`config.mk`:
```
export PLATFORM = sky130hd
export DESIGN_NAME = can_fault_conf
export DESIGN_NICKNAME = d
export VERILOG_FILES = /design/src/rtl/can_fc_pkg.sv /design/src/rtl/can_fc_tec.sv /design/src/rtl/can_fc_rec.sv /design/src/rtl/can_fc_warn.sv /design/src/rtl/can_fault_conf.sv
export SDC_FILE = /design/constraint.sdc
export NUM_CORES = 1
export LEC_CHECK = 0
export BUFFER_PORTS_ARGS = -buffer_cell sky130_fd_sc_hd__buf_2
export CORE_MARGIN = 10
export CORE_UTILIZATION = 29
export DETAILED_ROUTE_END_ITERATION = 12
export MAX_ROUTING_LAYER = met4
export SKIP_CTS_REPAIR_TIMING = 1
export SLEW_MARGIN = 10
export SYNTH_ARGS = -nofsm -noshare
export SYNTH_HDL_FRONTEND = slang
export SYNTH_SLANG_ARGS = --single-unit
```
`constraint.sdc`:
```
create_clock -name clk -period 5.8 [get_ports clk]
set_clock_uncertainty 0.15 [all_clocks]
set_input_delay 1.45 -clock clk [delete_from_list [all_inputs] [get_ports clk]]
set_output_delay 1.45 -clock clk [all_outputs]
set_load 0.03 [all_outputs]
```
`src/rtl/can_fc_pkg.sv`:
```
package can_fc_pkg;
  typedef enum logic [1:0] {
    FC_ACTIVE  = 2'd0,
    FC_PASSIVE = 2'd1,
    FC_BUSOFF  = 2'd2
  } fc_state_e;
endpackage

```
`src/rtl/can_fc_tec.sv`:
```
module can_fc_tec #(
  parameter int unsigned CNT_W       = 8,
  parameter int unsigned TX_INC      = 8,
  parameter int unsigned RECOV_IDLES = 128
) (
  input  logic             clk,
  input  logic             rst_n,
  input  logic             freeze_i,
  input  logic             tx_err_i,
  input  logic             arb_stuff_i,
  input  logic             flag_err_i,
  input  logic             dom_err_i,
  input  logic             tx_ok_i,
  input  logic             idle_i,
  output logic [CNT_W-1:0] tec_o,
  output logic             bus_off_o,
  output logic             recov_fire_o,
  output logic             recov_done_o
);
  localparam int unsigned      CNT_MAX  = (1 << CNT_W) - 1;
  localparam logic [CNT_W-1:0] INC_LIM  = CNT_W'(CNT_MAX - TX_INC);
  localparam logic [CNT_W-1:0] INC_V    = CNT_W'(TX_INC);
  localparam logic [CNT_W-1:0] RECOV_LD = CNT_W'(RECOV_IDLES);
  localparam logic [CNT_W-1:0] ONE      = CNT_W'(1);

  logic [CNT_W-1:0] tec_q, tec_d;
  logic             boff_q, boff_d;
  logic             done_q;
  logic             inc;
  logic             upd;

  // stuff error in arbitration cancels only the plain transmit increment
  assign inc = (tx_err_i & ~arb_stuff_i) | flag_err_i | dom_err_i;
  assign upd = ~freeze_i;

  always_comb begin
    tec_d        = tec_q;
    boff_d       = boff_q;
    recov_fire_o = 1'b0;
    if (!freeze_i) begin
      if (boff_q) begin
        if (idle_i) begin
          if (tec_q == ONE) begin
            tec_d        = '0;
            boff_d       = 1'b0;
            recov_fire_o = 1'b1;
          end else begin
            tec_d = tec_q - ONE;
          end
        end
      end else if (inc) begin
        if (tec_q > INC_LIM) begin
          boff_d = 1'b1;
          tec_d  = RECOV_LD;
        end else begin
          tec_d = tec_q + INC_V;
        end
      end else if (tx_ok_i && tec_q != '0) begin
        tec_d = tec_q - ONE;
      end
    end
  end

  always_ff @(posedge clk or negedge rst_n) begin
    if (!rst_n) begin
      tec_q  <= '0;
      boff_q <= 1'b0;
      done_q <= 1'b0;
    end else begin
      done_q <= recov_fire_o;
      if (upd) begin
        tec_q  <= tec_d;
        boff_q <= boff_d;
      end
    end
  end

  assign tec_o        = tec_q;
  assign bus_off_o    = boff_q;
  assign recov_done_o = done_q;

  AST_TEC_HOLD_RSTMODE: assert property (@(posedge clk) disable iff (!rst_n)
    freeze_i |=> $stable(tec_q));
  AST_BOFF_IDLE_ONLY: assert property (@(posedge clk) disable iff (!rst_n)
    (boff_q && !idle_i) |=> $stable(tec_q));
  AST_BOFF_ENTRY: assert property (@(posedge clk) disable iff (!rst_n)
    (!freeze_i && !boff_q && inc && tec_q > INC_LIM) |=> (boff_q && tec_q == RECOV_LD));
  AST_DONE_ONE_CYCLE: assert property (@(posedge clk) disable iff (!rst_n)
    recov_done_o |=> !recov_done_o);
endmodule

```
`src/rtl/can_fc_rec.sv`:
```
module can_fc_rec #(
  parameter int unsigned CNT_W = 8
) (
  input  logic             clk,
  input  logic             rst_n,
  input  logic             freeze_i,
  input  logic             clr_i,
  input  logic             rx_err_i,
  input  logic             rx_ok_i,
  output logic [CNT_W-1:0] rec_o
);
  localparam logic [CNT_W-1:0] REC_MAX = '1;
  localparam logic [CNT_W-1:0] ONE     = CNT_W'(1);

  logic [CNT_W-1:0] rec_q, rec_d;
  logic             upd;

  assign upd = clr_i | ~freeze_i;

  always_comb begin
    rec_d = rec_q;
    if (clr_i) begin
      rec_d = '0;
    end else if (rx_err_i) begin
      if (rec_q != REC_MAX) rec_d = rec_q + ONE;
    end else if (rx_ok_i && rec_q != '0) begin
      rec_d = rec_q - ONE;
    end
  end

  always_ff @(posedge clk or negedge rst_n) begin
    if (!rst_n) begin
      rec_q <= '0;
    end else if (upd) begin
      rec_q <= rec_d;
    end
  end

  assign rec_o = rec_q;

  AST_REC_FROZEN: assert property (@(posedge clk) disable iff (!rst_n)
    (freeze_i && !clr_i) |=> $stable(rec_q));
  AST_REC_CLEARED: assert property (@(posedge clk) disable iff (!rst_n)
    clr_i |=> (rec_q == '0));
endmodule

```
`src/rtl/can_fc_warn.sv`:
```
module can_fc_warn #(
  parameter int unsigned CNT_W = 8
) (
  input  logic             clk,
  input  logic             rst_n,
  input  logic             freeze_i,
  input  logic [CNT_W-1:0] tec_i,
  input  logic [CNT_W-1:0] rec_i,
  input  logic [CNT_W-1:0] limit_i,
  output logic             status_o,
  output logic             irq_o
);
  logic status_q, status_d;
  logic irq_q, irq_d;
  logic over;

  assign over = (tec_i >= limit_i) | (rec_i >= limit_i);

  always_comb begin
    status_d = status_q;
    irq_d    = 1'b0;
    if (!freeze_i) begin
      status_d = over;
      irq_d    = over ^ status_q;
    end
  end

  always_ff @(posedge clk or negedge rst_n) begin
    if (!rst_n) begin
      status_q <= 1'b0;
      irq_q    <= 1'b0;
    end else begin
      irq_q <= irq_d;
      if (!freeze_i) status_q <= status_d;
    end
  end

  assign status_o = status_q;
  assign irq_o    = irq_q;

  AST_STATUS_FROZEN: assert property (@(posedge clk) disable iff (!rst_n)
    freeze_i |=> ($stable(status_q) && !irq_q));
  AST_IRQ_ON_CHANGE: assert property (@(posedge clk) disable iff (!rst_n)
    irq_q |-> (status_q != $past(status_q)));
endmodule

```
`src/rtl/can_fault_conf.sv`:
```
module can_fault_conf
  import can_fc_pkg::*;
#(
  parameter int unsigned CNT_W       = 8,
  parameter int unsigned TX_INC      = 8,
  parameter int unsigned PASSIVE_TH  = 128,
  parameter int unsigned RECOV_IDLES = 128
) (
  input  logic             clk,
  input  logic             rst_n,
  input  logic             reset_mode_i,
  input  logic [CNT_W-1:0] warn_limit_i,
  input  logic             tx_err_i,
  input  logic             rx_err_i,
  input  logic             tx_ok_i,
  input  logic             rx_ok_i,
  input  logic             arb_stuff_err_i,
  input  logic             flag_bit_err_i,
  input  logic             dom_after_flag_i,
  input  logic             bus_idle_i,
  input  logic             transmitter_i,
  output logic [CNT_W-1:0] tec_o,
  output logic [CNT_W-1:0] rec_o,
  output logic [1:0]       state_o,
  output logic             err_warn_o,
  output logic             err_warn_irq_o,
  output logic             recov_done_o,
  output logic             suspend_tx_o
);
  localparam logic [CNT_W-1:0] PASS_V = CNT_W'(PASSIVE_TH);
  localparam logic [CNT_W-1:0] NEAR_V = CNT_W'(PASSIVE_TH - TX_INC);

  logic      bus_off;
  logic      recov_fire;
  logic      rec_freeze;
  logic      warn_freeze;
  fc_state_e state;

  assign rec_freeze  = reset_mode_i | bus_off;
  assign warn_freeze = reset_mode_i | bus_off;

  can_fc_tec #(.CNT_W(CNT_W), .TX_INC(TX_INC), .RECOV_IDLES(RECOV_IDLES)) u_tec (
    .clk          (clk),
    .rst_n        (rst_n),
    .freeze_i     (reset_mode_i),
    .tx_err_i     (tx_err_i),
    .arb_stuff_i  (arb_stuff_err_i),
    .flag_err_i   (flag_bit_err_i),
    .dom_err_i    (dom_after_flag_i),
    .tx_ok_i      (tx_ok_i),
    .idle_i       (bus_idle_i),
    .tec_o        (tec_o),
    .bus_off_o    (bus_off),
    .recov_fire_o (recov_fire),
    .recov_done_o (recov_done_o)
  );

  can_fc_rec #(.CNT_W(CNT_W)) u_rec (
    .clk      (clk),
    .rst_n    (rst_n),
    .freeze_i (rec_freeze),
    .clr_i    (recov_fire),
    .rx_err_i (rx_err_i),
    .rx_ok_i  (rx_ok_i),
    .rec_o    (rec_o)
  );

  can_fc_warn #(.CNT_W(CNT_W)) u_warn (
    .clk      (clk),
    .rst_n    (rst_n),
    .freeze_i (warn_freeze),
    .tec_i    (tec_o),
    .rec_i    (rec_o),
    .limit_i  (warn_limit_i),
    .status_o (err_warn_o),
    .irq_o    (err_warn_irq_o)
  );

  always_comb begin
    if (bus_off)                                  state = FC_BUSOFF;
    else if (tec_o >= PASS_V || rec_o >= PASS_V)  state = FC_PASSIVE;
    else                                          state = FC_ACTIVE;
  end

  assign state_o      = state;
  assign suspend_tx_o = (state == FC_PASSIVE) & transmitter_i;

  AST_PASSIVE_AT_CROSSING: assert property (@(posedge clk) disable iff (!rst_n)
    (!reset_mode_i && !bus_off && tec_o >= NEAR_V && tec_o < PASS_V &&
     tx_err_i && !arb_stuff_err_i) |=> (state_o == FC_PASSIVE));
  AST_SUSPEND_ONLY_PASSIVE: assert property (@(posedge clk) disable iff (!rst_n)
    suspend_tx_o |-> (state_o == FC_PASSIVE));
  AST_RSTMODE_STATE_HOLD: assert property (@(posedge clk) disable iff (!rst_n)
    reset_mode_i |=> $stable(state_o));
endmodule

```
Word level (Yosys, flattened, before mapping)

Index checks and enable logic that the tools add are counted.

Register bits after elaboration: 20
Input port bits: 20
Output and inout bits: 22
Word-level logic and storage cells: 62

Add/subtract/negate cells: 4
Magnitude comparators: 5
Equal/unequal tests: 5
Muxes and demuxes: 22
Bitwise operators: 11
Reduce and logical (&&, ||, !) cells: 9

Operators by type and width:

| cell                                                      | number |
|---|---|
| two-way mux 8 bit                                         | 10 |
| greater-or-equal comparator 8 bit                         | 2 |
| greater-or-equal comparator 8 bit (second input constant) | 2 |
| nonzero test 8 bit                                        | 2 |
| subtractor 8 x 1 -> 8 bit (second input constant)         | 2 |
| two-way mux 1 bit                                         | 11 |
| adder 8 x 1 -> 8 bit (second input constant)              | 1 |
| adder 8 x 4 -> 8 bit (second input constant)              | 1 |
| equality test 8 x 1 -> 1 bit (second input constant)      | 1 |
| greater-than comparator 8 bit (second input constant)     | 1 |
| != test 8 bit (second input constant)                     | 1 |
| AND reduction 3 bit                                       | 2 |
| nonzero test 3 bit                                        | 2 |
| bitwise OR 1 bit                                          | 5 |
| != test 3 x 1 -> 1 bit (second input constant)            | 1 |
| NOT 1 bit                                                 | 3 |
| bitwise AND 1 bit                                         | 2 |
| equality test 2 x 1 -> 1 bit (second input constant)      | 1 |
| logical AND 1 bit                                         | 2 |
| two-way mux 2 bit                                         | 1 |
| != test 2 bit (second input constant)                     | 1 |
| logical OR 1 bit                                          | 1 |
| XOR 1 bit                                                 | 1 |

Logic depth before layout (Yosys ltp)

Gate-level depths: netlist of run 1.

Word-level depth: 7
Gate-level depth with buffers: 7

Cells and area by module

A second synthesis of run 1 with hierarchy kept.

Cells, all modules: 226
Area, all modules: 1960.6 µm²

Modules (own cells, without submodules):

| module         | instances | cells an instance | area an instance (µm²) | seq. area each (µm²) |
|---|---|---|---|---|
| can_fc_rec     | 1         | 85                | 755.7                  | 200.2 |
| can_fc_tec     | 1         | 83                | 713.2                  | 250.2 |
| can_fc_warn    | 1         | 53                | 457.9                  | 50.0 |
| can_fault_conf | 1         | 5                 | 33.8                   | 0.0 |

Worst setup path before layout of run 1

No wires, ideal clock.

Path type: input to output
Start point: input port transmitter_i
End point: output port suspend_tx_o
Arrival: 1.726 ns
Data required time: 4.200 ns
Slack: 2.474 ns
Cell stages on the path: 1
Path buffers: 0
Cells stage by stage: and2_1

Longest elaborated chain between the ends: 1

Ends and longest elaborated chain:

| item              | line                 | text |
|---|---|---|
| from (decl)       | can_fault_conf.sv:21 | `input logic transmitter_i,` |
| bitwise AND 1 bit | can_fault_conf.sv:86 | `assign suspend_tx_o = (state == FC_PASSIVE) & transmitter_i;` |
| to (decl)         | can_fault_conf.sv:28 | `output logic suspend_tx_o` |

Every way passes these cells.

Worst setup path after layout of run 1

Ends and elaborated chain as after synthesis.

==> flow_summary.json, run 1 <==
{
  "report.final.slew_viol_count": 0,
  "worst_pin_slew_ps": 666,
  "layout_min_cycle_time_ps": 3430,
  "detailed_route_wire_length_per_cell_um": 15.0,
  "critical_path.max_fanout": 1,
  "fin_worst_hold_slack_ps": 404,
  "cts.htree.levels": 1,
  "cts.path.max_buffers": 2,
  "dr.pass1.iters": 4,
  "clock_insertion_delay_worst_skew_ps": 270,
  "fill_cells": 694,
  "setup_tns_ps": 0,
  "die_x_um": 100,
  "worstReg2RegEnd": "u_warn.irq_o$_DFF_PN0_",
  "drv.max_cap_violation_count": 0,
  "pre_cts_slack_ps": 2370,
  "postSynthCellCount": 208,
  "regToRegStartpoint": "u_rec.rec_o[7]$_DFFE_PN0P_",
  "antenna_found_initial": 0,
  "cellPowerDensity_nw_per_um2": 515,
  "syn-cell-area_um2": 1870,
  "io_buffer_count": 41,
  "reg2regPathDepth": 6,
  "relative_slew_margins_pct": 55.6,
  "core.rowCount": 29,
  "synth_enable_flop_cells": 0,
  "antenna_left": 0,
  "coreArea_um2": 6310,
  "fp.dieH_um": 100,
  "worst_hold_path_type": "reg -> reg",
  "maximum_number_of_pins_on_one_net_before_global_route_repair": 21,
  "synth_ff_type": "dfrtp_1",
  "viasPerCell": 5.23,
  "drt_wl_total_um": 4860,
  "syn_area_per_cell_um2": 8.99,
  "estimated_wirelength_of_the_detail_placed_design_um": 3870,
  "critical_path_class": "in -> out",
  "result_of_the_run": "completed",
  "effective_utilization_at_floorplan_pct": 29.6,
  "rsz_0062_raised_after_global_routing": "false",
  "boundaryPins": 42,
  "layout_worst_path_cycle_share_pct": 59.1,
  "proportion_of_synthesized_chip_area_in_sequential_cells_pct": 26.8,
  "fin_ws_ps": 2370,
  "share_of_the_synthesized_area_in_the_top_cell_type_pct": 26.8,
  "ys_ff_latch": 20,
  "timing.critical_path.from": "transmitter_i",
  "setup_viol": 0,
  "crit_path_top_delay_cell": "buf_2",
  "cts_inserted_buffers": 3,
  "cts_root_buffer": "clkbuf_8",
  "grt_first_pass_wirelength_um": 8230,
  "synthesis.yosys.warnings": 0,
  "maxClockFrequency_ghz": 0.292,
  "grt_pass1_vias": 1693,
  "clkSlewWorstSetupHoldPaths_ps": 80,
  "finish.net_count": 297,
  "r2r_setup_slack_ps": 3560,
  "dr.first_iter.drc_count": 59,
  "grt_overflow": 0,
  "critical_path.max_stage_delay_ps": 170,
  "synthesis.nets": 256,
  "critical_path.endpoint_type": "output pin",
  "syn_to_final_growth_pct": 16.9,
  "synth_top_cells_by_count": "27 x ha_1, 22 x inv_1, 20 x dfrtp_1",
  "route.detailed.drc": 0,
  "crit_path_cell_trace": "buf_2, and2_1, buf_2",
  "timing.critical_path.max_delay_family": "buffers and inverters",
  "clock_tree_from_tritoncts": "done",
  "worst-path-buf-inv": 2,
  "crit_path_frequent_cell": "buf_2",
  "layout-drive-gt1-share_pct": 23.4,
  "worst_ep_required_time_ps": 4200,
  "power.leakage_uw": 0.00106,
  "worstSetupPathDepth": 3,
  "area.sequential_um2": 500,
  "vdd.ir_drop.worst_mv": 0.243,
  "routabilityCongestion": 0.844,
  "numClockSinks": 20,
  "multi_input_area_um2": 1240,
  "cell_taking_the_most_area_after_synthesis": "dfrtp_1",
  "die-area_um2": 10100,
  "arrival_ps": 1830,
  "leading_cell_types_by_total_area_after_synthesis": "dfrtp_1 27%, ha_1 18%, inv_1 4.4%",
  "dr_total_vias": 1700,
  "synthArstFlopShare_pct": 100,
  "diodes_inserted": 0,
  "start_kind": "primary input",
  "globalRouteTotalUtil_pct": 10.2,
  "critPathCapture": "suspend_tx_o",
  "synth_cell_type_count": 52,
  "synthMostInstantiatedCell": "ha_1",
  "timing.final.hold_violations": 0
}
==> report_power, final <==
part	switching, uW	internal, uW	total (uW)
combinational	424	265	689
clock	51.0	60.6	112
sequential	127	199	326
==> registers in the layout, indices dropped and copies added (netlist names) <==
register	cells
u_warn.irq_o	1
u_tec.bus_off_o	1
u_tec.recov_done_o	1
u_rec.rec_o	8
u_tec.tec_o	8
u_warn.status_o	1
==> layer usage <==
metal	routed length, um	vias to the layer above	track usage [%]	part of all wire, %
li1	-	847	-	-
met5	0	-	-	0
met2	2480	31	17.5	51
met4	21	0	1.30	0.43
met1	2170	818	12.1	45
met3	189	4	2.54	3.9
==> worst min-delay path by stage <==
stage / from / endpoint / slack, ps / depth (start not counted)
3_5_place_dp: u_warn.status_o$_DFFE_PN0P_ / u_warn.irq_o$_DFF_PN0_ / 400 / 2
5_1_grt: u_warn.status_o$_DFFE_PN0P_ / u_warn.irq_o$_DFF_PN0_ / 420 / 2
3_3_place_gp: u_warn.status_o$_DFFE_PN0P_ / u_warn.irq_o$_DFF_PN0_ / 400 / 2
4_1_cts: u_warn.status_o$_DFFE_PN0P_ / u_warn.irq_o$_DFF_PN0_ / 410 / 2
2_1_floorplan: u_warn.status_o$_DFFE_PN0P_ / u_warn.irq_o$_DFF_PN0_ / 530 / 2
6_report: u_warn.status_o$_DFFE_PN0P_ / u_warn.irq_o$_DFF_PN0_ / 400 / 2
==> final cells by class <==
cell class | instances | area share [%]
multi-input combinational | 160 | 56.8
sequential | 20 | 22.9
timing repair buffer | 41 | 9.39
tap | 77 | 4.41
inverter | 23 | 3.95
clock buffer | 4 | 2.52
==> through the flow <==
step	instance area (um^2)	std cells	utilization [%]	power, uW
final	2190	325	34.6	1130
after global placement	2130	321	33.7	1010
after floorplan	1870	208	-	833
after global routing	2190	325	34.6	1240
after CTS	2190	325	34.6	1140
after detailed placement	2130	321	33.7	1020
==> tightest hold or removal path, cell delays in order (launching register included) <==
cell     delay, ps
dfrtp_1        400
nand2_1         60
mux2i_1         60
==> placed cells by master, fill, tap and decap left out, types with 4 or more instances in the layout <==
cell / n
clkbuf_8: 4
nand2_1: 9
ha_1: 27
inv_1: 22
o21a_1: 8
nand2b_1: 5
buf_2: 41
o21ai_1: 11
nor2_1: 11
dfrtp_1: 20
nand3_1: 11
nor3_1: 7
a21oi_1: 12
==> logic make-up after synthesis <==
| group | after synthesis | share of synthesized area [%] |
|---|---|---|
| simple gates | 61 | 18.6 |
| flops | 20 | 26.8 |
| fa+ha+maj | 28 | 19.1 |
| buf+inv | 28 | 6.76 |
| compound gates | 64 | 25.2 |
| xor+xnor | 4 | 1.87 |
| mux | 3 | 1.61 |
(Power assumes the default switching activity.)
==> run 2: changes to the inputs <==
- clock period: 5.8 -> 3 ns (I/O delays scaled with it)
==> run 2 against run 1 <==
Net effect:
- via count is 2.4% lower
- die area stayed put
- wire length is 0.49% higher
- core utilization is 0.12 points higher
- clock power is 89% higher
- highest routed layer unchanged
==> flow_summary.json, run 2 (synthesis gave the netlist of run 1 again) <==
{
  "layout_worst_path_cycle_share_pct": 80.5,
  "arrival_ps": 2460,
  "die_x_um": 100,
  "setup_tns_ps": 0,
  "maxClockFrequency_ghz": 0.414,
  "multi_input_area_um2": 1240,
  "critical_path.max_stage_delay_ps": 430,
  "viasPerCell": 5.09,
  "detailed_route_wire_length_per_cell_um": 15.0,
  "grt_pass1_vias": 1728,
  "antenna_left": 0,
  "area.sequential_um2": 500,
  "critical_path.endpoint_type": "register",
  "placed_cell_area_um2": 2140,
  "layout_min_cycle_time_ps": 2410,
  "cts.htree.levels": 1,
  "dr_total_vias": 1659,
  "final_util_pct": 34.7,
  "worst_pin_slew_ps": 565,
  "worst_hold_path_type": "in -> async",
  "worstReg2RegEnd": "u_warn.irq_o$_DFF_PN0_",
  "grt_first_pass_wirelength_um": 8270,
  "cts_root_buffer": "clkbuf_8",
  "coreArea_um2": 6310,
  "core.rowCount": 29,
  "worst_ep_required_time_ps": 3040,
  "start_kind": "primary input",
  "setup_viol": 0,
  "route.detailed.drc": 0,
  "maximum_number_of_pins_on_one_net_before_global_route_repair": 21,
  "fp.dieH_um": 100,
  "grt_overflow": 0,
  "vdd.ir_drop.worst_mv": 0.543,
  "result_of_the_run": "completed",
  "post-route-cell-area_um2": 2190,
  "drt_wl_total_um": 4890,
  "rsz_0062_raised_after_global_routing": "false",
  "report.final.slew_viol_count": 0,
  "relative_slew_margins_pct": 62.3,
  "critical_path.max_fanout": 2,
  "effective_utilization_at_floorplan_pct": 29.6,
  "clkSlewWorstSetupHoldPaths_ps": 80,
  "estimated_wirelength_of_the_detail_placed_design_um": 3880,
  "cts.path.max_buffers": 2,
  "crit_path_cell_trace": "buf_2, inv_1, ha_1, and3_1, a211oi_1, o221ai_1, a311oi_1, mux2i_1",
  "crit_path_top_delay_cell": "a311oi_1",
  "io_buffer_count": 41,
  "pre_cts_slack_ps": 279,
  "fin_ws_ps": 586,
  "boundaryPins": 42,
  "highest-signal-layer": "met4",
  "diodes_inserted": 0,
  "wl_met2_um": 2430,
  "drv.max_cap_violation_count": 0,
  "globalRouteTotalUtil_pct": 10.0,
  "m1WireLength_um": 2210,
  "syn_to_final_growth_pct": 17.3,
  "mostFrequentLayoutCells": "41 x buf_2, 27 x ha_1, 22 x inv_1, 20 x dfrtp_1, 12 x a21oi_1",
  "finish.net_count": 298,
  "power.leakage_uw": 0.00107,
  "clock_insertion_delay_worst_skew_ps": 260,
  "dr.pass1.iters": 4,
  "cellPowerDensity_nw_per_um2": 992,
  "mostFrequentLayoutCell": "buf_2",
  "critical_path_class": "in -> reg",
  "r2r_setup_slack_ps": 740,
  "routed-wl-met3_um": 243,
  "antenna_found_initial": 0,
  "numClockSinks": 20,
  "fill_cells": 684,
  "layout-drive-gt1-share_pct": 23.7,
  "cts_inserted_buffers": 3,
  "reg2regPathDepth": 6,
  "routabilityCongestion": 0.825,
  "die-area_um2": 10100,
  "clock_tree_from_tritoncts": "done",
  "timing.final.hold_violations": 0,
  "regToRegStartpoint": "u_rec.rec_o[7]$_DFFE_PN0P_",
  "dr.first_iter.drc_count": 50
}
[run 2: changes by cell type in the layout (fill, tap and decap cells not counted)]
cell and change:
buf_4 +1
[run 2: per-stage QoR]
step	instances	hold slack (ps)	total power, uW
floorplan	208	304	1610
global placement	322	398	1960
detailed placement	322	409	1990
CTS	326	308	2210
global route	326	319	2410
finish	326	282	2180
[run 2: final cells by class]
type                       count  area share [%]
inverter                      23            3.94
clock buffer                   4            2.51
sequential                    20            22.8
tap                           77            4.39
multi-input combinational    160            56.6
timing repair buffer          42            9.70
[run 2: routing by layer]
metal	vias to the layer above	track usage [%]
li1	853	-
met1	768	12.3
met2	36	16.9
met3	2	2.47
met4	0	0.652
met5	-	-
[run 2: worst max path at each step]
| stage | from | to | slack, ps |
|---|---|---|---|
| floorplan | u_tec.tec_o[7]$_DFFE_PN0P_ | suspend_tx_o | 580 |
| global placement | warn_limit_i[7] | u_warn.irq_o$_DFF_PN0_ | 340 |
| detailed placement | warn_limit_i[7] | u_warn.irq_o$_DFF_PN0_ | 280 |
| CTS | warn_limit_i[7] | u_warn.irq_o$_DFF_PN0_ | 560 |
| global route | warn_limit_i[7] | u_warn.irq_o$_DFF_PN0_ | 400 |
| finish | warn_limit_i[7] | u_warn.irq_o$_DFF_PN0_ | 590 |
[run 2: worst max-delay path: cells and delay by family]
kind,cells,cell delay (ps)
buffers and inverters,2,140
AND/OR/NAND/NOR,1,180
adder cells (fa/ha/maj),1,300
AO/OA/AOI/OAI,3,830
multiplexers,1,240
[run 2: where the power goes]
group / total [uW] / internal, uW / switching (uW)
registers: 627 / 385 / 241
clock network: 212 / 117 / 95.1
logic: 1340 / 514 / 824
==> run 3: changes to the inputs <==
- ABC_AREA: not set -> 1
- clock period: 3 -> 2.2 ns (I/O delays scaled with it)
==> run 3 against run 2 <==
Net effect:
- largest cell class unchanged
- design area grew 10%
- register-to-register slack lost 420 ps
- sequential share of layout area fell by 2.1 points
- core utilization up 0.38 points
- global-route usage increased by 0.24 points
- setup slack got worse by 380 ps
- cell count is 36% higher
- via count rose by 22%
- power increased by 48%
- clock power up 19%
- die area increased by 8.7%
- critical path type is now reg -> out
==> flow_summary.json, run 3 <==
{
  "vdd.ir_drop.worst_mv": 0.492,
  "dr.first_iter.drc_count": 146,
  "detailed_route_wire_length_per_cell_um": 12.6,
  "crit_path_top_delay_cell": "dfrtp_1",
  "setup_tns_ps": 0,
  "result_of_the_run": "completed",
  "io_buffer_count": 41,
  "grt_overflow": 0,
  "fin_ws_ps": 206,
  "estimated_wirelength_of_the_detail_placed_design_um": 4510,
  "drv.max_cap_violation_count": 0,
  "worst_pin_slew_ps": 464,
  "cts_inserted_buffers": 3,
  "report.final.slew_viol_count": 0,
  "synth_ff_type": "dfrtp_1",
  "die_x_um": 105,
  "r2r_setup_slack_ps": 320,
  "timing.critical_path.from": "u_rec.rec_o[7]$_DFFE_PN0P_",
  "synthMostInstantiatedCell": "nand2_1",
  "clock_tree_from_tritoncts": "done",
  "fp.dieH_um": 105,
  "report.power.total_uw": 3230,
  "worst_ep_required_time_ps": 1500,
  "rsz_0062_raised_after_global_routing": "false",
  "timing.critical_path.max_delay_family": "flip-flops",
  "arrival_ps": 1290,
  "die-area_um2": 10900,
  "antenna_left": 0,
  "cts.path.max_buffers": 2,
  "worst_hold_path_type": "in -> async",
  "proportion_of_synthesized_chip_area_in_sequential_cells_pct": 24.1,
  "routabilityCongestion": 0.938,
  "power.leakage_uw": 0.00133,
  "cts.htree.levels": 1,
  "synth_top_cells_by_count": "89 x nand2_1, 40 x inv_1, 34 x nand3_1",
  "worstSetupPathDepth": 3,
  "synthesis.yosys.warnings": 0,
  "grt_pass1_vias": 1992,
  "dr.pass1.iters": 5,
  "reg2regPathDepth": 9,
  "layout_worst_path_cycle_share_pct": 90.7,
  "relative_slew_margins_pct": 69.1,
  "syn_to_final_growth_pct": 16.4,
  "cellPowerDensity_nw_per_um2": 1340,
  "synth_enable_flop_cells": 0,
  "effective_utilization_at_floorplan_pct": 30.2,
  "mostFrequentLayoutCell": "nand2_1",
  "layout_min_cycle_time_ps": 1990,
  "cts_root_buffer": "clkbuf_8",
  "synthArstFlopShare_pct": 100,
  "route.detailed.drc": 0,
  "grt_first_pass_wirelength_um": 9320,
  "viasPerCell": 4.58,
  "cell_taking_the_most_area_after_synthesis": "dfrtp_1",
  "worstReg2RegEnd": "u_tec.tec_o[6]$_DFFE_PN0P_",
  "critical_path.endpoint_type": "output pin",
  "syn-cell-area_um2": 2070,
  "clkSlewWorstSetupHoldPaths_ps": 80,
  "numClockSinks": 20,
  "crit_path_cell_trace": "nor2_1, nor3b_1, buf_2",
  "antenna_found_initial": 0,
  "area.sequential_um2": 500,
  "fin_worst_hold_slack_ps": 76.4,
  "multi_input_area_um2": 1380,
  "dr_total_vias": 2029,
  "critPathCapture": "suspend_tx_o",
  "leading_cell_types_by_total_area_after_synthesis": "dfrtp_1 24%, ha_1 16%, nand2_1 16%",
  "pre_cts_slack_ps": 84.6,
  "critical_path_class": "reg -> out",
  "boundaryPins": 42,
  "clock_insertion_delay_worst_skew_ps": 260,
  "synthesis.nets": 354,
  "mostFrequentLayoutCells": "89 x nand2_1, 41 x buf_2, 40 x inv_1, 34 x nand3_1, 30 x nor2_1",
  "share_of_the_synthesized_area_in_the_top_cell_type_pct": 24.1,
  "setup_viol": 0,
  "postSynthCellCount": 306,
  "drt_wl_total_um": 5580,
  "syn_area_per_cell_um2": 6.78,
  "placed_cell_area_um2": 2370,
  "worst-path-buf-inv": 1,
  "ys_ff_latch": 20,
  "coreArea_um2": 6870,
  "synth_cell_type_count": 30,
  "layout-drive-gt1-share_pct": 17.6,
  "core.rowCount": 30,
  "maximum_number_of_pins_on_one_net_before_global_route_repair": 21,
  "start_kind": "register",
  "regToRegStartpoint": "u_tec.tec_o[0]$_DFFE_PN0P_",
  "timing.final.hold_violations": 0,
  "diodes_inserted": 0,
  "post-route-cell-area_um2": 2410,
  "maxClockFrequency_ghz": 0.501,
  "critical_path.max_stage_delay_ps": 530,
  "critical_path.max_fanout": 7,
  "fill_cells": 752,
  "finish.net_count": 397,
  "globalRouteTotalUtil_pct": 10.3
}
[run 3: area by class of cell]
cell class / count / area share [%]
inverters: 42 / 6.59
clock buffers: 3 / 1.71
repair buffers: 42 / 8.82
flip-flops and latches: 20 / 20.7
multi-input cells: 240 / 57.2
well taps: 96 / 4.98
[run 3: how the worst min path moves through the flow]
stage / from / endpoint / cells after the start
4_1_cts: rst_n / u_rec.rec_o[1]$_DFFE_PN0P_ / 1
3_3_place_gp: rst_n / u_rec.rec_o[1]$_DFFE_PN0P_ / 1
5_1_grt: rst_n / u_rec.rec_o[1]$_DFFE_PN0P_ / 1
3_5_place_dp: rst_n / u_rec.rec_o[1]$_DFFE_PN0P_ / 1
2_1_floorplan: rst_n / u_rec.rec_o[0]$_DFFE_PN0P_ / 0
6_report: rst_n / u_rec.rec_o[1]$_DFFE_PN0P_ / 1
[run 3: power by group]
part           switching (uW)  internal [uW]  total, uW
clock network             130            122        252
logic                    1380            758       2140
registers                 316            522        837
total                    1830           1400       3230
[run 3: logic make-up (layout without fill, tap and decap cells)]
kind of cell    after synthesis  after routing  synth area share [%]
simple gates                174            174                  37.9
flops                        20             20                  24.1
fa+ha+maj                    28             28                  17.3
compound gates               31             31                  8.39
buf+inv                      46             87                  9.35
xor+xnor                      7              7                  2.96
[run 3: metal layers]
layer  global-route usage [%]  vias to the layer above  wire length, um
li1                         -                     1075                -
met4                     2.88                        0               91
met1                     12.5                      903             2610
met3                     1.84                        9              234
met5                        -                        -                0
met2                     16.9                       42             2640
[run 3: stage by stage]
stage          instances  utilization (%)
3_3_place_gp         440             34.5
3_5_place_dp         440             34.5
4_1_cts              443             35.1
5_1_grt              443             35.1
6_report             443             35.1
2_1_floorplan        306                -
